==> src/rtl/dtf_pkg.sv <==
package dtf_pkg;
  typedef enum logic {
    DIR_DRAIN = 1'b0,
    DIR_FILL  = 1'b1
  } dir_e;
endpackage

==> src/rtl/dtf_ptr.sv <==
module dtf_ptr #(
  parameter int DEPTH  = 6,
  parameter int ADDR_W = 3
) (
  input  logic              clk_i,
  input  logic              rst_ni,
  input  logic              adv_i,
  output logic [ADDR_W-1:0] addr_o
);
  localparam logic [ADDR_W-1:0] LAST = ADDR_W'(DEPTH - 1);
  localparam bit IS_POW2 = (DEPTH & (DEPTH - 1)) == 0;

  logic [ADDR_W-1:0] addr_q, addr_nxt;

  generate
    if (IS_POW2) begin : g_pow2
      assign addr_nxt = addr_q + 1'b1;
    end else begin : g_wrap
      assign addr_nxt = (addr_q == LAST) ? '0 : addr_q + 1'b1;
    end
  endgenerate

  always_ff @(posedge clk_i or negedge rst_ni) begin
    if (!rst_ni)    addr_q <= '0;
    else if (adv_i) addr_q <= addr_nxt;
  end

  assign addr_o = addr_q;

  assert_addr_range_R10: assert property (@(posedge clk_i) disable iff (!rst_ni)
    addr_q <= LAST);
endmodule

==> src/rtl/dtf_dir.sv <==
module dtf_dir
  import dtf_pkg::*;
(
  input  logic clk_i,
  input  logic rst_ni,
  input  logic wr_ok_i,
  input  logic rd_ok_i,
  input  logic addr_eq_i,
  output logic full_o,
  output logic empty_o
);
  dir_e dir_q;

  always_ff @(posedge clk_i or negedge rst_ni) begin
    if (!rst_ni) dir_q <= DIR_DRAIN;
    else if (wr_ok_i && !rd_ok_i) dir_q <= DIR_FILL;
    else if (rd_ok_i && !wr_ok_i) dir_q <= DIR_DRAIN;
  end

  assign full_o  = addr_eq_i && (dir_q == DIR_FILL);
  assign empty_o = addr_eq_i && (dir_q == DIR_DRAIN);
endmodule

==> src/rtl/dtf_ram.sv <==
module dtf_ram #(
  parameter int DATA_W = 8,
  parameter int DEPTH  = 6,
  parameter int ADDR_W = 3
) (
  input  logic              clk_i,
  input  logic              rst_ni,
  input  logic              we_i,
  input  logic [ADDR_W-1:0] waddr_i,
  input  logic [DATA_W-1:0] wdata_i,
  input  logic              re_i,
  input  logic [ADDR_W-1:0] raddr_i,
  output logic [DATA_W-1:0] rdata_o
);
  logic [DATA_W-1:0] mem_q [DEPTH];

  always_ff @(posedge clk_i) begin
    if (we_i) mem_q[waddr_i] <= wdata_i;
  end

  always_ff @(posedge clk_i or negedge rst_ni) begin
    if (!rst_ni)   rdata_o <= '0;
    else if (re_i) rdata_o <= mem_q[raddr_i];
  end
endmodule

==> src/rtl/dtf_fifo.sv <==
module dtf_fifo #(
  parameter int DATA_W = 8,
  parameter int DEPTH  = 6
) (
  input  logic              clk_i,
  input  logic              rst_ni,
  input  logic              wr_en_i,
  input  logic [DATA_W-1:0] wr_data_i,
  input  logic              rd_en_i,
  output logic [DATA_W-1:0] rd_data_o,
  output logic              full_o,
  output logic              empty_o
);
  localparam int ADDR_W = (DEPTH > 1) ? $clog2(DEPTH) : 1;

  logic [ADDR_W-1:0] waddr, raddr;
  logic wr_ok, rd_ok;

  // a write is refused only when full, a read only when empty
  assign wr_ok = wr_en_i && !full_o;
  assign rd_ok = rd_en_i && !empty_o;

  dtf_ptr #(.DEPTH(DEPTH), .ADDR_W(ADDR_W)) u_wptr (
    .clk_i(clk_i), .rst_ni(rst_ni), .adv_i(wr_ok), .addr_o(waddr));

  dtf_ptr #(.DEPTH(DEPTH), .ADDR_W(ADDR_W)) u_rptr (
    .clk_i(clk_i), .rst_ni(rst_ni), .adv_i(rd_ok), .addr_o(raddr));

  dtf_dir u_dir (
    .clk_i(clk_i), .rst_ni(rst_ni), .wr_ok_i(wr_ok), .rd_ok_i(rd_ok),
    .addr_eq_i(waddr == raddr), .full_o(full_o), .empty_o(empty_o));

  dtf_ram #(.DATA_W(DATA_W), .DEPTH(DEPTH), .ADDR_W(ADDR_W)) u_ram (
    .clk_i(clk_i), .rst_ni(rst_ni), .we_i(wr_ok), .waddr_i(waddr),
    .wdata_i(wr_data_i), .re_i(rd_ok), .raddr_i(raddr), .rdata_o(rd_data_o));

  assert_write_leaves_nonempty_R4: assert property (@(posedge clk_i) disable iff (!rst_ni)
    (wr_en_i && !rd_en_i && !full_o) |=> !empty_o);
  assert_both_midway_flags_R5: assert property (@(posedge clk_i) disable iff (!rst_ni)
    (wr_en_i && rd_en_i && !full_o && !empty_o) |=> (!full_o && !empty_o));
  assert_no_overflow_R6: assert property (@(posedge clk_i) disable iff (!rst_ni)
    (full_o && wr_en_i && !rd_en_i) |=> (full_o && $stable(waddr)));
  assert_no_underflow_R7: assert property (@(posedge clk_i) disable iff (!rst_ni)
    (empty_o && rd_en_i && !wr_en_i) |=> (empty_o && $stable(rd_data_o)));
  assert_full_both_reads_R8: assert property (@(posedge clk_i) disable iff (!rst_ni)
    (full_o && wr_en_i && rd_en_i) |=> (!full_o && $stable(waddr)));
  assert_empty_both_writes_R9: assert property (@(posedge clk_i) disable iff (!rst_ni)
    (empty_o && wr_en_i && rd_en_i) |=> (!empty_o && $stable(rd_data_o)));
  assert_flags_exclusive_R3: assert property (@(posedge clk_i) disable iff (!rst_ni)
    !(full_o && empty_o));
endmodule

==> config.mk <==
export PLATFORM = sky130hd
export DESIGN_NAME = dtf_fifo
export DESIGN_NICKNAME = d
export VERILOG_FILES = /design/src/rtl/dtf_pkg.sv /design/src/rtl/dtf_ptr.sv /design/src/rtl/dtf_dir.sv /design/src/rtl/dtf_ram.sv /design/src/rtl/dtf_fifo.sv
export SDC_FILE = /design/constraint.sdc
export NUM_CORES = 1
export LEC_CHECK = 0
export ABC_AREA = 1
export ABC_CLOCK_PERIOD_IN_PS = 5170
export BUFFER_PORTS_ARGS = -buffer_cell sky130_fd_sc_hd__buf_4
export CORE_ASPECT_RATIO = 1.2
export CORE_MARGIN = 1
export CORE_UTILIZATION = 35
export DETAILED_ROUTE_END_ITERATION = 10
export GPL_ROUTABILITY_DRIVEN = 1
export GPL_TIMING_DRIVEN = 0
export PLACE_DENSITY_LB_ADDON = 0.12
export SYNTH_ARGS = -nofsm -noshare
export SYNTH_HDL_FRONTEND = slang
export SYNTH_SLANG_ARGS = --single-unit
export TNS_END_PERCENT = 10
==> constraint.sdc <==
create_clock -name clk_i -period 5.17 [get_ports clk_i]
set_input_delay 0.2585 -clock clk_i [delete_from_list [all_inputs] [get_ports clk_i]]
set_output_delay 0.2585 -clock clk_i [all_outputs]
set_load 0.03 [all_outputs]
# Word level (Yosys, flattened, before mapping)

Memory sizes are Yosys's and may differ from the RTL's. A register that Yosys moved wholly into a read port is not among the register bits.
Cells that the tools add are included.

RAM bits: 48
Bits of input ports: 12
Memories: 1
Output and inout port bits: 10
Logic and storage cells: 28
Flip-flop bits (word level): 7

Memory list:

| memory      | words | bits a word | read ports | clocked after memory_dff | wr ports | RTL line      | source |
|---|---|---|---|---|---|---|---|
| u_ram.mem_q | 6     | 8           | 1          | 1                        | 1        | dtf_ram.sv:15 | `logic [DATA_W-1:0] mem_q [DEPTH];` |

Mux-type cells: 6
Add/subtract/negate cells: 2
Reductions and logical operators: 12
Equality and inequality tests: 3
Bitwise gates (word level): 1

Operators by type and width:

| cell                  | count |
|---|---|
| $add A3 B1 Y3 const B | 2 |
| $eq A3 B3 Y1 const B  | 2 |
| $logic_and A1 B1 Y1   | 6 |
| $mux W3               | 2 |
| $logic_not A1 Y1      | 5 |
| $mux W1               | 4 |
| $eq A3 B3 Y1          | 1 |
| $reduce_bool A2 Y1    | 1 |
| $not A1 Y1            | 1 |

# Depth between registers and ports, before layout

Depth after elaboration: 8
Mapped depth: 10
Mapped depth without buffers: 9

# Modules after synthesis

From an unflattened synthesis, not the netlist that was laid out.

Cells, all modules: 278
Area, all modules: 2731.4 um^2

Modules (own cells, without submodules):

| module   | area an instance (um^2) | cells an instance | seq. area each (um^2) | times used |
|---|---|---|---|---|
| dtf_ram  | 2348.5                  | 226               | 1641.6                | 1 |
| dtf_ptr  | 126.4                   | 14                | 75.1                  | 2 |
| dtf_dir  | 71.3                    | 11                | 25.0                  | 1 |
| dtf_fifo | 58.8                    | 13                | 0.0                   | 1 |

# Worst setup path after synthesis

Ideal clock, no wire load.

Kind: flip-flop to flip-flop
Start point: reg u_wptr.addr_q[1], in the netlist u_wptr.addr_o[1]
End point: mem u_ram.mem_q[0][0] (enable)
Path slack: 3.541 ns
Stages on the path, launching flop included: 7
Library setup time: 0.370 ns
Period minus slack after synthesis: 1.629 ns
Arrival: 1.259 ns
Cell sequence: dfrtp_1 -> inv_2 -> nand2_1 -> nand2_1 -> nand4_2 -> nand2_2 -> nor2_1

Cells in the longest elaborated chain, start to end: 6

Ends and longest elaborated chain:

| item                          | RTL line       | source |
|---|---|---|
| from (decl)                   | dtf_ptr.sv:13  | `logic [ADDR_W-1:0] addr_q, addr_nxt;` |
| from (signal assigned)        | dtf_ptr.sv:25  | `else if (adv_i) addr_q <= addr_nxt;` |
| $eq A3 B3 Y1                  | dtf_fifo.sv:31 | `.addr_eq_i(waddr == raddr), .full_o(full_o), .empty_o(empty_o));` |
| $logic_and A1 B1 Y1           | dtf_dir.sv:20  | `assign full_o = addr_eq_i && (dir_q == DIR_FILL);` |
| $logic_not A1 Y1              | dtf_fifo.sv:20 | `assign wr_ok = wr_en_i && !full_o;` |
| $logic_and A1 B1 Y1           | dtf_fifo.sv:20 |  |
| $mux W1                       | dtf_ram.sv:18  | `if (we_i) mem_q[waddr_i] <= wdata_i;` |
| $mux W1 (not written as such) | dtf_ram.sv:18  |  |
| to (decl)                     | dtf_ram.sv:15  |  |

Several ways; a longest one is shown, not always the timed one.

# Worst setup path in the final report

Start point: reg u_wptr.addr_q[1], in the netlist u_wptr.addr_o[1]
End point: mem u_ram.mem_q[0][2] (enable)

The elaborated chain is that of the path after synthesis.

==> results.json <==
{
  "status": "finished clean",
  "p_total_mw": 1.907,
  "crit_type": "flop to flop",
  "clock_skew_ns": 0.009031,
  "worstSetupEndpointType": "flop",
  "syn_inst": 279,
  "dieArea_um2": 8232,
  "numCtsBuffers": 9,
  "cp.required_ns": 5.13,
  "ir_worst_vdd_uv": 291.9,
  "die_y_um": 99.19,
  "numPlacedInstances": 392,
  "gr-total-overflow": 0,
  "dp_slack_ns": 2.957,
  "ios": 22,
  "initial_core_util_pct": 35.95,
  "drc_errors": 0,
  "min_period_ns": 2.118,
  "clkLatencyLatePin_ns": 0.34,
  "setup_viol": 0,
  "firstDrtPassIters": 4,
  "grtUsageTotal_pct": 16.26,
  "slew_violations": 0,
  "power.leakage_nw": 1.457,
  "antenna_found_initial": 0,
  "syn2layout_area_growth_pct": 17.08,
  "clockBufferDepth": 2,
  "setup_ws_ns": 3.052,
  "ant_nets": 0,
  "io_buffers": 21,
  "root_buffer": "clkbuf_8",
  "hpwl_mm": 3.815,
  "slew-limit-headroom_pct": 38.82,
  "fin_util_pct": 42.09,
  "grt_pass1_vias": 1837,
  "num_antenna_cells": 0,
  "drtIter0Drc": 91,
  "critPathLaunchType": "flop",
  "slowest_stage": "nor2_1",
  "max_slew.worst_pin.slew_ns": 0.9143,
  "nNetsFinal": 325,
  "gp_congestion": 0.7300,
  "drv_cap": 0,
  "vias": 1842,
  "hold_viol": 0,
  "yosys_warnings": 0,
  "ys_seq_area_share_pct": 65.94,
  "path_max_fanout": 9,
  "synthesis.area_um2": 2755,
  "fin_tns_setup_ns": 0,
  "core_um2": 7664,
  "fin_crit_sh_pct": 40.97,
  "cts.sinks": 63,
  "layout-drive-gt1-share_pct": 17.03,
  "rows": 35,
  "timing.fmax_mhz": 472.1,
  "syn-num-nets": 292,
  "synth.avg_cell_area_um2": 9.875,
  "crit_top_cell": "nand2_1",
  "critical-path-max-stage-delay_ns": 0.72,
  "grt_pass1_wl_mm": 9.853,
  "powerDensity_nw_per_um2": 591.2,
  "worstPathCellList": "inv_2, nand2_1, nand2_1, nand4_2, nand2_2, nor2_1",
  "wl_mm": 6.024,
  "final_cell_mix": "108 x nand2_1, 48 x edfxtp_1, 27 x nand3_1, 24 x nor2_1, 24 x buf_4",
  "htree_levels": 3,
  "ys_types": 18,
  "grt_max_degree": 16,
  "dieWidth_um": 82.99,
  "synth.ff_latch_count": 63,
  "clk_pin_slew_ns": 0.08,
  "viasPerCell": 4.504,
  "stdcell_count": 409,
  "cts_tree": "done",
  "wl_per_cell_um": 14.73,
  "mostFrequentLayoutCell": "nand2_1",
  "worstPathArrival_ns": 2.08,
  "rsz0062_at_grt": "no",
  "hold_class": "input pin to flop"
}
==> path summary, 6_finish.rpt <==
kind | start | to | slack (ns) | cells past startpoint
max in group asynchronous | rst_ni | u_rptr.addr_o[0]$_DFFE_PN0P_ | 4.68 | 2
hold / removal | wr_data_i[1] | u_ram.mem_q[1][1]$_DFFE_PP_ | 0.13 | 1
setup reg to reg | u_wptr.addr_o[1]$_DFFE_PN0P_ | u_ram.mem_q[0][2]$_DFFE_PP_ | 3.05 | 6
hold reg to reg | u_ram.rdata_o[0]$_DFFE_PN0P_ | u_ram.rdata_o[0]$_DFFE_PN0P_ | 0.48 | 2
min in group asynchronous | rst_ni | u_wptr.addr_o[0]$_DFFE_PN0P_ | 0.30 | 2
setup / recovery | u_wptr.addr_o[1]$_DFFE_PN0P_ | u_ram.mem_q[0][2]$_DFFE_PP_ | 3.05 | 6
==> registers in the layout, summed over array words and instances (netlist names) <==
name and count:
u_ram.rdata_o 8, u_wptr.addr_o 3, u_ram.mem_q 48, u_rptr.addr_o 3
u_dir.dir_q 1
==> final cells by class <==
cell class	instances	area, um2
fill	748	4438
sequential	63	1817
multi-input combinational	179	777.0
tap	92	115.1
clock inverter	7	63.81
timing repair buffer	22	167.7
clock buffer	9	123.9
inverter	26	97.59
buffer	11	63.81
==> logic make-up (layout without fill, tap and decap cells) <==
group / count (synthesis) / in the layout / share of synthesized area, %
adder cells (fa/ha/maj): 1 / 1 / 0.4541
buffers and inverters: 37 / 75 / 5.858
AND/OR/NAND/NOR: 164 / 164 / 24.80
XOR/XNOR: 1 / 1 / 0.5905
AO/OA/AOI/OAI: 13 / 13 / 2.361
flip-flops: 63 / 63 / 65.94
==> per-stage QoR <==
stage | hold slack, ns | cell area (um2)
2_1_floorplan | -0.03709 | 2755
3_3_place_gp | 0.1297 | 3028
3_5_place_dp | 0.1302 | 3028
4_1_cts | 0.1267 | 3226
5_1_grt | 0.1257 | 3226
6_report | 0.1348 | 3226
==> cell usage after synthesis <==
cell type  count  area (um2)
nor2_1        24       90.09
clkbuf_1       4       15.01
buf_2          3       15.01
xnor2_2        1       16.27
ha_1           1       12.51
edfxtp_1      48        1441
nand2_1      108       405.4
o21ai_0       12       60.06
nand2_2        3       18.77
buf_6          1       11.26
a21oi_1        1       5.000
inv_2          5       18.77
nand4_2        1       12.51
inv_1         21       78.83
nand4_4        1       21.27
buf_4          3       22.52
nand3_1       27       135.1
dfrtp_1       15       375.4
==> per-layer routing <==
| metal | GRT usage [%] | routed length, um | vias to the layer above |
|---|---|---|---|
| li1 | - | - | 971 |
| met1 | 20.65 | 2917 | 836 |
| met2 | 26.86 | 2879 | 25 |
| met3 | 2.988 | 111 | 10 |
| met4 | 7.958 | 115 | 0 |
| met5 | 0 | 0 | - |
==> timing repair <==
item | CTS | global route
hold buffers | 1 | 0
buffers inserted | 0 | 0
gates resized for setup | 0 | 0
endpoints found under the hold margin | 15 | 0
==> report_power, final <==
| part | switching (mW) | total, mW | internal, mW |
|---|---|---|---|
| logic | 0.512 | 0.758 | 0.246 |
| clock network | 0.197 | 0.415 | 0.218 |
| registers | 0.0636 | 0.734 | 0.670 |
==> critical path: cells and delay by family (launching register included) <==
family                 cells  cell delay [ns]
AND/OR/NAND/NOR            5             1.20
flip-flops                 1             0.46
buffers and inverters      1             0.08
No activity file was read; power rests on OpenSTA's default activity.
